--- config.mk ---
export PLATFORM = sky130hd
export DESIGN_NAME = dmach_regif
export DESIGN_NICKNAME = d
export VERILOG_FILES = /design/src/rtl/dmach_pkg.sv /design/src/rtl/dmach_chan.sv /design/src/rtl/dmach_irq.sv /design/src/rtl/dmach_regif.sv
export SDC_FILE = /design/constraint.sdc
export NUM_CORES = 1
export LEC_CHECK = 0
export BUFFER_PORTS_ARGS = -buffer_cell sky130_fd_sc_hd__buf_2
export CORE_ASPECT_RATIO = 1.1
export CORE_MARGIN = 1.5
export CORE_UTILIZATION = 60
export CTS_BUF_LIST = sky130_fd_sc_hd__clkbuf_8
export DETAILED_ROUTE_END_ITERATION = 10
export PLACE_DENSITY = 0.8
export SYNTH_ARGS = -nofsm -noshare
export SYNTH_HDL_FRONTEND = slang
export SYNTH_SLANG_ARGS = --single-unit
--- constraint.sdc ---
create_clock -name clk -period 5.95 [get_ports clk]
set_clock_uncertainty 0.1 [all_clocks]
set_input_delay 0.2975 -clock clk [delete_from_list [all_inputs] [get_ports clk]]
set_output_delay 0.2975 -clock clk [all_outputs]
set_load 0.1 [all_outputs]
--- src/rtl/dmach_pkg.sv ---
package dmach_pkg;

    typedef enum logic [0:0] {
        CH_IDLE = 1'b0,
        CH_BUSY = 1'b1
    } ch_state_e;

    // one-hot write selects for a single channel
    typedef struct packed {
        logic dhi;
        logic dlo;
        logic len;
        logic blen;
        logic en;
        logic row;
    } ch_sel_t;

    // offsets inside a 64-byte pair window
    localparam logic [5:0] OFF_RX_DHI  = 6'h00;
    localparam logic [5:0] OFF_RX_DLO  = 6'h04;
    localparam logic [5:0] OFF_RX_LEN  = 6'h0C;
    localparam logic [5:0] OFF_RX_BLEN = 6'h10;
    localparam logic [5:0] OFF_RX_EN   = 6'h14;
    localparam logic [5:0] OFF_TX_DHI  = 6'h18;
    localparam logic [5:0] OFF_TX_DLO  = 6'h1C;
    localparam logic [5:0] OFF_TX_BLEN = 6'h24;
    localparam logic [5:0] OFF_TX_LEN  = 6'h2C;
    localparam logic [5:0] OFF_RX_ROW  = 6'h30;

    // global registers
    localparam logic [31:0] ADR_MODE   = 32'h0000_0034;
    localparam logic [31:0] ADR_STAT   = 32'h0008_0000;
    localparam logic [31:0] ADR_PEND   = 32'h0008_0004;
    localparam logic [31:0] ADR_IRQEN  = 32'h0008_0008;

endpackage

--- src/rtl/dmach_chan.sv ---
module dmach_chan
    import dmach_pkg::*;
#(
    parameter bit IS_RX = 1'b1,
    parameter int DW    = 32
) (
    input  logic          clk,
    input  logic          rst_n,
    input  ch_sel_t       wr_sel,
    input  logic [DW-1:0] wdata,
    input  logic          done,
    output logic          start,
    output logic          busy,
    output logic [DW-1:0] desc_lo,
    output logic [DW-1:0] desc_hi,
    output logic [DW-1:0] xfer_len,
    output logic [DW-1:0] blk_len,
    output logic [DW-1:0] row_bytes,
    output logic          run_bit
);

    ch_state_e state_q, state_d;
    logic      go, halt;

    generate
        if (IS_RX) begin : g_rx
            assign go   = wr_sel.en && wdata[0];
            assign halt = wr_sel.en && !wdata[0];
            always_ff @(posedge clk) begin
                if (!rst_n)          row_bytes <= '0;
                else if (wr_sel.row) row_bytes <= wdata;
            end
            assign run_bit = (state_q == CH_BUSY);
        end else begin : g_tx
            logic sel_unused;
            assign go         = wr_sel.dlo;
            assign halt       = 1'b0;
            assign row_bytes  = '0;
            assign run_bit    = 1'b0;
            assign sel_unused = wr_sel.en ^ wr_sel.row;
        end
    endgenerate

    // next-state: go / finish / halt
    always_comb begin
        state_d = state_q;
        unique case (state_q)
            CH_IDLE: if (go)           state_d = CH_BUSY;
            CH_BUSY: if (halt || done) state_d = CH_IDLE;
            default:                   state_d = CH_IDLE;
        endcase
    end

    always_ff @(posedge clk) begin
        if (!rst_n) state_q <= CH_IDLE;
        else        state_q <= state_d;
    end

    // outputs and stored fields
    always_ff @(posedge clk) begin
        if (!rst_n) begin
            start    <= 1'b0;
            desc_lo  <= '0;
            desc_hi  <= '0;
            xfer_len <= '0;
            blk_len  <= '0;
        end else begin
            start <= (state_q == CH_IDLE) && go;
            if (wr_sel.dlo)  desc_lo  <= wdata;
            if (wr_sel.dhi)  desc_hi  <= wdata;
            if (wr_sel.len)  xfer_len <= wdata;
            if (wr_sel.blen) blk_len  <= wdata;
        end
    end

    assign busy = (state_q == CH_BUSY);

endmodule

--- src/rtl/dmach_irq.sv ---
module dmach_irq #(
    parameter int NCH = 4
) (
    input  logic           clk,
    input  logic           rst_n,
    input  logic [NCH-1:0] done,
    input  logic           stat_wr,
    input  logic           en_wr,
    input  logic [NCH-1:0] wdata,
    output logic [NCH-1:0] stat_q,
    output logic [NCH-1:0] en_q,
    output logic [NCH-1:0] pend,
    output logic           irq
);

    logic [NCH-1:0] clr;

    assign clr = stat_wr ? wdata : '0;

    always_ff @(posedge clk) begin
        if (!rst_n) begin
            stat_q <= '0;
            en_q   <= '0;
        end else begin
            stat_q <= (stat_q & ~clr) | done;   // set beats clear
            if (en_wr) en_q <= wdata;
        end
    end

    assign pend = stat_q & en_q;
    assign irq  = |pend;

endmodule

--- src/rtl/dmach_regif.sv ---
module dmach_regif
    import dmach_pkg::*;
#(
    parameter int NPAIR = 2,
    parameter int AW    = 20,
    parameter int DW    = 32,
    parameter int NCH   = 2 * NPAIR
) (
    input  logic              clk,
    input  logic              rst_n,
    input  logic              reg_wr_en,
    input  logic              reg_rd_en,
    input  logic [AW-1:0]     reg_addr,
    input  logic [DW-1:0]     reg_wdata,
    output logic [DW-1:0]     reg_rdata,
    input  logic [NCH-1:0]    ch_done,
    output logic [NCH-1:0]    ch_start,
    output logic [NCH-1:0]    ch_busy,
    output logic [NCH*DW-1:0] ch_desc_addr,
    output logic [NPAIR*DW-1:0] rx_row_bytes,
    output logic              addr32_mode,
    output logic              irq
);

    localparam int WIN_W = AW - 6;

    logic [5:0]       off;
    logic [NPAIR-1:0] pair_hit;
    logic [DW-1:0]    c_lo   [NCH];
    logic [DW-1:0]    c_hi   [NCH];
    logic [DW-1:0]    c_len  [NCH];
    logic [DW-1:0]    c_blen [NCH];
    logic [DW-1:0]    c_row  [NCH];
    logic [NCH-1:0]   c_run;
    logic [NCH-1:0]   irq_stat, irq_en_q, irq_pend;
    logic             wr_mode, wr_stat, wr_irqen;
    logic [DW-1:0]    rd_val;

    assign off = reg_addr[5:0];

    generate
        for (genvar p = 0; p < NPAIR; p++) begin : g_pair
            assign pair_hit[p] = (reg_addr[AW-1:6] == WIN_W'(p));
        end

        for (genvar c = 0; c < NCH; c++) begin : g_ch
            localparam int P  = c / 2;
            localparam bit RX = ((c % 2) == 0);
            ch_sel_t sel;

            always_comb begin
                sel = '0;
                if (reg_wr_en && pair_hit[P]) begin
                    if (RX) begin
                        sel.dhi  = (off == OFF_RX_DHI);
                        sel.dlo  = (off == OFF_RX_DLO);
                        sel.len  = (off == OFF_RX_LEN);
                        sel.blen = (off == OFF_RX_BLEN);
                        sel.en   = (off == OFF_RX_EN);
                        sel.row  = (off == OFF_RX_ROW);
                    end else begin
                        sel.dhi  = (off == OFF_TX_DHI);
                        sel.dlo  = (off == OFF_TX_DLO);
                        sel.len  = (off == OFF_TX_LEN);
                        sel.blen = (off == OFF_TX_BLEN);
                    end
                end
            end

            dmach_chan #(.IS_RX(RX), .DW(DW)) u_chan (
                .clk       (clk),
                .rst_n     (rst_n),
                .wr_sel    (sel),
                .wdata     (reg_wdata),
                .done      (ch_done[c]),
                .start     (ch_start[c]),
                .busy      (ch_busy[c]),
                .desc_lo   (c_lo[c]),
                .desc_hi   (c_hi[c]),
                .xfer_len  (c_len[c]),
                .blk_len   (c_blen[c]),
                .row_bytes (c_row[c]),
                .run_bit   (c_run[c])
            );

            assign ch_desc_addr[c*DW +: DW] = c_lo[c];
            if (RX) begin : g_row
                assign rx_row_bytes[P*DW +: DW] = c_row[c];
            end
        end
    endgenerate

    assign wr_mode  = reg_wr_en && (reg_addr == AW'(ADR_MODE));
    assign wr_stat  = reg_wr_en && (reg_addr == AW'(ADR_STAT));
    assign wr_irqen = reg_wr_en && (reg_addr == AW'(ADR_IRQEN));

    always_ff @(posedge clk) begin
        if (!rst_n)       addr32_mode <= 1'b0;
        else if (wr_mode) addr32_mode <= reg_wdata[0];
    end

    dmach_irq #(.NCH(NCH)) u_irq (
        .clk     (clk),
        .rst_n   (rst_n),
        .done    (ch_done),
        .stat_wr (wr_stat),
        .en_wr   (wr_irqen),
        .wdata   (reg_wdata[NCH-1:0]),
        .stat_q  (irq_stat),
        .en_q    (irq_en_q),
        .pend    (irq_pend),
        .irq     (irq)
    );

    // read decode; global addresses override the window lookup
    always_comb begin
        rd_val = '0;
        for (int p = 0; p < NPAIR; p++) begin
            if (pair_hit[p]) begin
                case (off)
                    OFF_RX_DHI:  rd_val = c_hi[2*p];
                    OFF_RX_DLO:  rd_val = c_lo[2*p];
                    OFF_RX_LEN:  rd_val = c_len[2*p];
                    OFF_RX_BLEN: rd_val = c_blen[2*p];
                    OFF_RX_EN:   rd_val = DW'(c_run[2*p]);
                    OFF_RX_ROW:  rd_val = c_row[2*p];
                    OFF_TX_DHI:  rd_val = c_hi[2*p+1];
                    OFF_TX_DLO:  rd_val = c_lo[2*p+1];
                    OFF_TX_BLEN: rd_val = c_blen[2*p+1];
                    OFF_TX_LEN:  rd_val = c_len[2*p+1];
                    default:     rd_val = '0;
                endcase
            end
        end
        if (reg_addr == AW'(ADR_MODE))  rd_val = DW'(addr32_mode);
        if (reg_addr == AW'(ADR_STAT))  rd_val = DW'(irq_stat);
        if (reg_addr == AW'(ADR_PEND))  rd_val = DW'(irq_pend);
        if (reg_addr == AW'(ADR_IRQEN)) rd_val = DW'(irq_en_q);
    end

    always_ff @(posedge clk) begin
        if (!rst_n)         reg_rdata <= '0;
        else if (reg_rd_en) reg_rdata <= rd_val;
    end

endmodule

==> results.json <==
{
  "synth.distinct_cells": 48,
  "postSynthCellCount": 3374,
  "std_cell_rows": 79,
  "nets": 3570,
  "synth.ff_latch_count": 625,
  "finalCritPeriodShare": 0.512,
  "finalPower_mw": 7.94,
  "numClockSinks": 625,
  "grt_max_degree": 115,
  "ff2ff_setup_slack_ps": 4310,
  "grt_pass1_wl_mm": 136,
  "place.gp.congestion": 0.967,
  "intPower_mw": 6.02,
  "post-place-ws_ps": 2320,
  "dp.final_hpwl_mm": 55.7,
  "setup_viol": 0,
  "synth_top_area_share": 0.490,
  "max_freq_mhz": 328,
  "startpoint": "reg_addr[5]",
  "dieWidth_um": 200,
  "antenna_found_initial": 1,
  "reg2reg_depth": 4,
  "insertion_delay_ps": 700,
  "fin_ws_ps": 2900,
  "grt_pass1_vias": 24235,
  "final_layout_size_suffix_gt1_frac": 0.145,
  "power_per_cell_area_nw_per_um2": 273,
  "drt_iter0_drc": 3716,
  "path_clk_slew_ps": 60,
  "slew_headroom": 0.141,
  "r2r-end": "reg_rdata[25]",
  "ys_seq_area_frac": 0.490,
  "clock_path_buffers": 3,
  "synth_ff_type": "dfxtp_1",
  "drc_errors": 0,
  "yosysWarnings": 0,
  "wl_per_cell_um": 21.7,
  "htree_levels": 3,
  "status": "complete, no violations",
  "syn_nets": 3434,
  "dr.pass1.iters": 8,
  "cts_tree": "yes",
  "synth_edf_count": 0,
  "die_h_um": 219,
  "ios": 294,
  "grt_use_total": 0.399,
  "required_ps": 6370,
  "syn_area_um2": 25500,
  "start_util": 0.607,
  "worst_setup_path_start_kind": "input port",
  "synthToLayoutAreaGrowth_pct": 13.8,
  "seqPwrFrac": 0.527,
  "switching_share": 0.241,
  "holdCritPathClass": "in2reg",
  "slew_violations": 0,
  "cts_resized": 0,
  "cp-endpoint": "g_ch[3].u_chan.xfer_len[26]",
  "num-fill-cells": 3564,
  "path_class": "in2reg",
  "gr-total-overflow": 0,
  "syn_avg_cell_area_um2": 7.57,
  "hold-path-cell-count": 3,
  "rsz0062_at_grt": "false",
  "root_buffer": "clkbuf_8",
  "synth_area_leaders": "dfxtp_1 49%, nand2_1 18%, a21oi_1 12%",
  "numCtsBuffers": 95,
  "tns_ps": 0,
  "num_vias": 26086,
  "portBuffers": 293,
  "cp_max_fo": 34,
  "synth_largest_area_cell": "dfxtp_1",
  "wirelength_mm": 90.0,
  "post-route-min-period_ps": 3050,
  "via_per_inst": 6.28,
  "synthArstFlopShare": 0,
  "p_clk_frac": 0.441,
  "switchingPower_mw": 1.92,
  "ant_nets": 0,
  "fp.coreArea_um2": 42100,
  "hold_viol": 0,
  "design.die.area_um2": 43800,
  "tightest_slew_ps": 1290,
  "endpoint_kind": "flip-flop",
  "drv_cap": 0,
  "r2r_start": "g_ch[0].u_chan.desc_hi[25]",
  "p_leak_nw": 10.3,
  "pwr-share-comb": 0.032,
  "critPathArrivalTime_ps": 3460,
  "vdd_drop_max_mv": 0.189
}
## worst min-delay path by stage
| stage | from | endpoint |
|---|---|---|
| 2_1_floorplan | g_ch[2].u_chan.desc_hi[0] | g_ch[2].u_chan.desc_hi[0] |
| 3_3_place_gp | g_ch[1].u_chan.blk_len[23] | g_ch[1].u_chan.blk_len[23] |
| 3_5_place_dp | g_ch[0].u_chan.xfer_len[11] | g_ch[0].u_chan.xfer_len[11] |
| 4_1_cts | reg_wdata[0] | g_ch[2].u_chan.desc_hi[0] |
| 5_1_grt | reg_wdata[1] | g_ch[0].u_chan.row_bytes[1] |
| 6_report | reg_wdata[1] | g_ch[0].u_chan.desc_lo[1] |
## cell families after synthesis
| kind of cell | Yosys count | share of synthesized area |
|---|---|---|
| multiplexers | 15 | 0.00593 |
| AND/OR/NAND/NOR | 1502 | 0.242 |
| AO/OA/AOI/OAI | 889 | 0.207 |
| buffers and inverters | 343 | 0.0558 |
| flip-flops | 625 | 0.490 |
## stage by stage
| stage | util | instances | hold WS [ps] | area, um^2 |
|---|---|---|---|---|
| after detailed placement | 0.636 | 3939 | 343 | 26800 |
| final | 0.690 | 4153 | 30.8 | 29100 |
| after global placement | 0.636 | 3939 | 337 | 26800 |
| after global routing | 0.690 | 4153 | 45.9 | 29100 |
| after CTS | 0.690 | 4152 | 0.602 | 29100 |
| after floorplan | - | 3374 | 327 | 25500 |
## layout make-up
type                            count  area [um^2]  share of cell area
Multi-Input combinational cell   2406        11800               0.405
Timing Repair Buffer              375         2180              0.0751
Antenna cell                        1         2.50           0.0000861
Sequential cell                   625        12500               0.430
Clock inverter                     54          240             0.00826
Tap cell                          567          709              0.0244
Inverter                            7         33.8             0.00116
Clock buffer                      118         1620              0.0559
## repair_timing
item	CTS	global route
buffers inserted	0	0
hold endpoints to repair	542	0
hold buffers	41	0
## routing by layer
layer  vias up  routed length, um  GRT usage
met4         0               3680      0.192
met1     12222              34600      0.531
met5         -                  0          0
met2      1835              39800      0.610
met3       266              11900     0.0910
li1      11763                  -          -
## state kept, by name, summed over array words and instances (netlist names), 32 cells and up
signal	flops
g_ch.u_chan.blk_len	128
g_ch.u_chan.desc_hi	128
g_ch.u_chan.desc_lo	128
g_ch.u_chan.row_bytes	64
g_ch.u_chan.xfer_len	128
reg_rdata	32
## power by group through the flow
stage	clock, mW	sequential, mW	combinational, mW
6_report	3.50	4.19	0.255
5_1_grt	3.68	4.19	0.264
4_1_cts	3.50	4.19	0.243
3_5_place_dp	0	4.28	0.221
3_3_place_gp	0	4.28	0.216
2_1_floorplan	0	4.28	0.146
## worst max-delay path, stage by stage
cell and delay [ps]:
buf_2 280, nor4b_1 610, and2_2 910, nand3_2 900, nand2_1 320, a21oi_1 100
## cell usage after synthesis (all sizes together) (3+ instances only)
cell type	n
a21oi	610
a221oi	4
a222oi	64
a22oi	179
a31oi	5
and2	9
and3	3
buf	93
clkbuf	243
dfxtp	625
inv	7
mux2i	14
nand2	1237
nand2b	4
nand3	54
nand4	36
nor2	65
nor2b	6
nor3	35
nor3b	9
nor4	9
nor4b	5
nor4bb	20
o21ai	15
o311ai	3
## cell usage in the layout (no fill, tap or decap), types with 43 or more instances in the layout
cell type,synthesis,layout
nor2_1,64,43
a222oi_1,64,64
buf_2,74,293
a21oi_1,610,610
clkbuf_8,0,118
nand3_1,53,45
nand2_1,1237,1236
a22oi_1,179,179
dfxtp_1,625,625
Power figures use the tool's default switching activity.
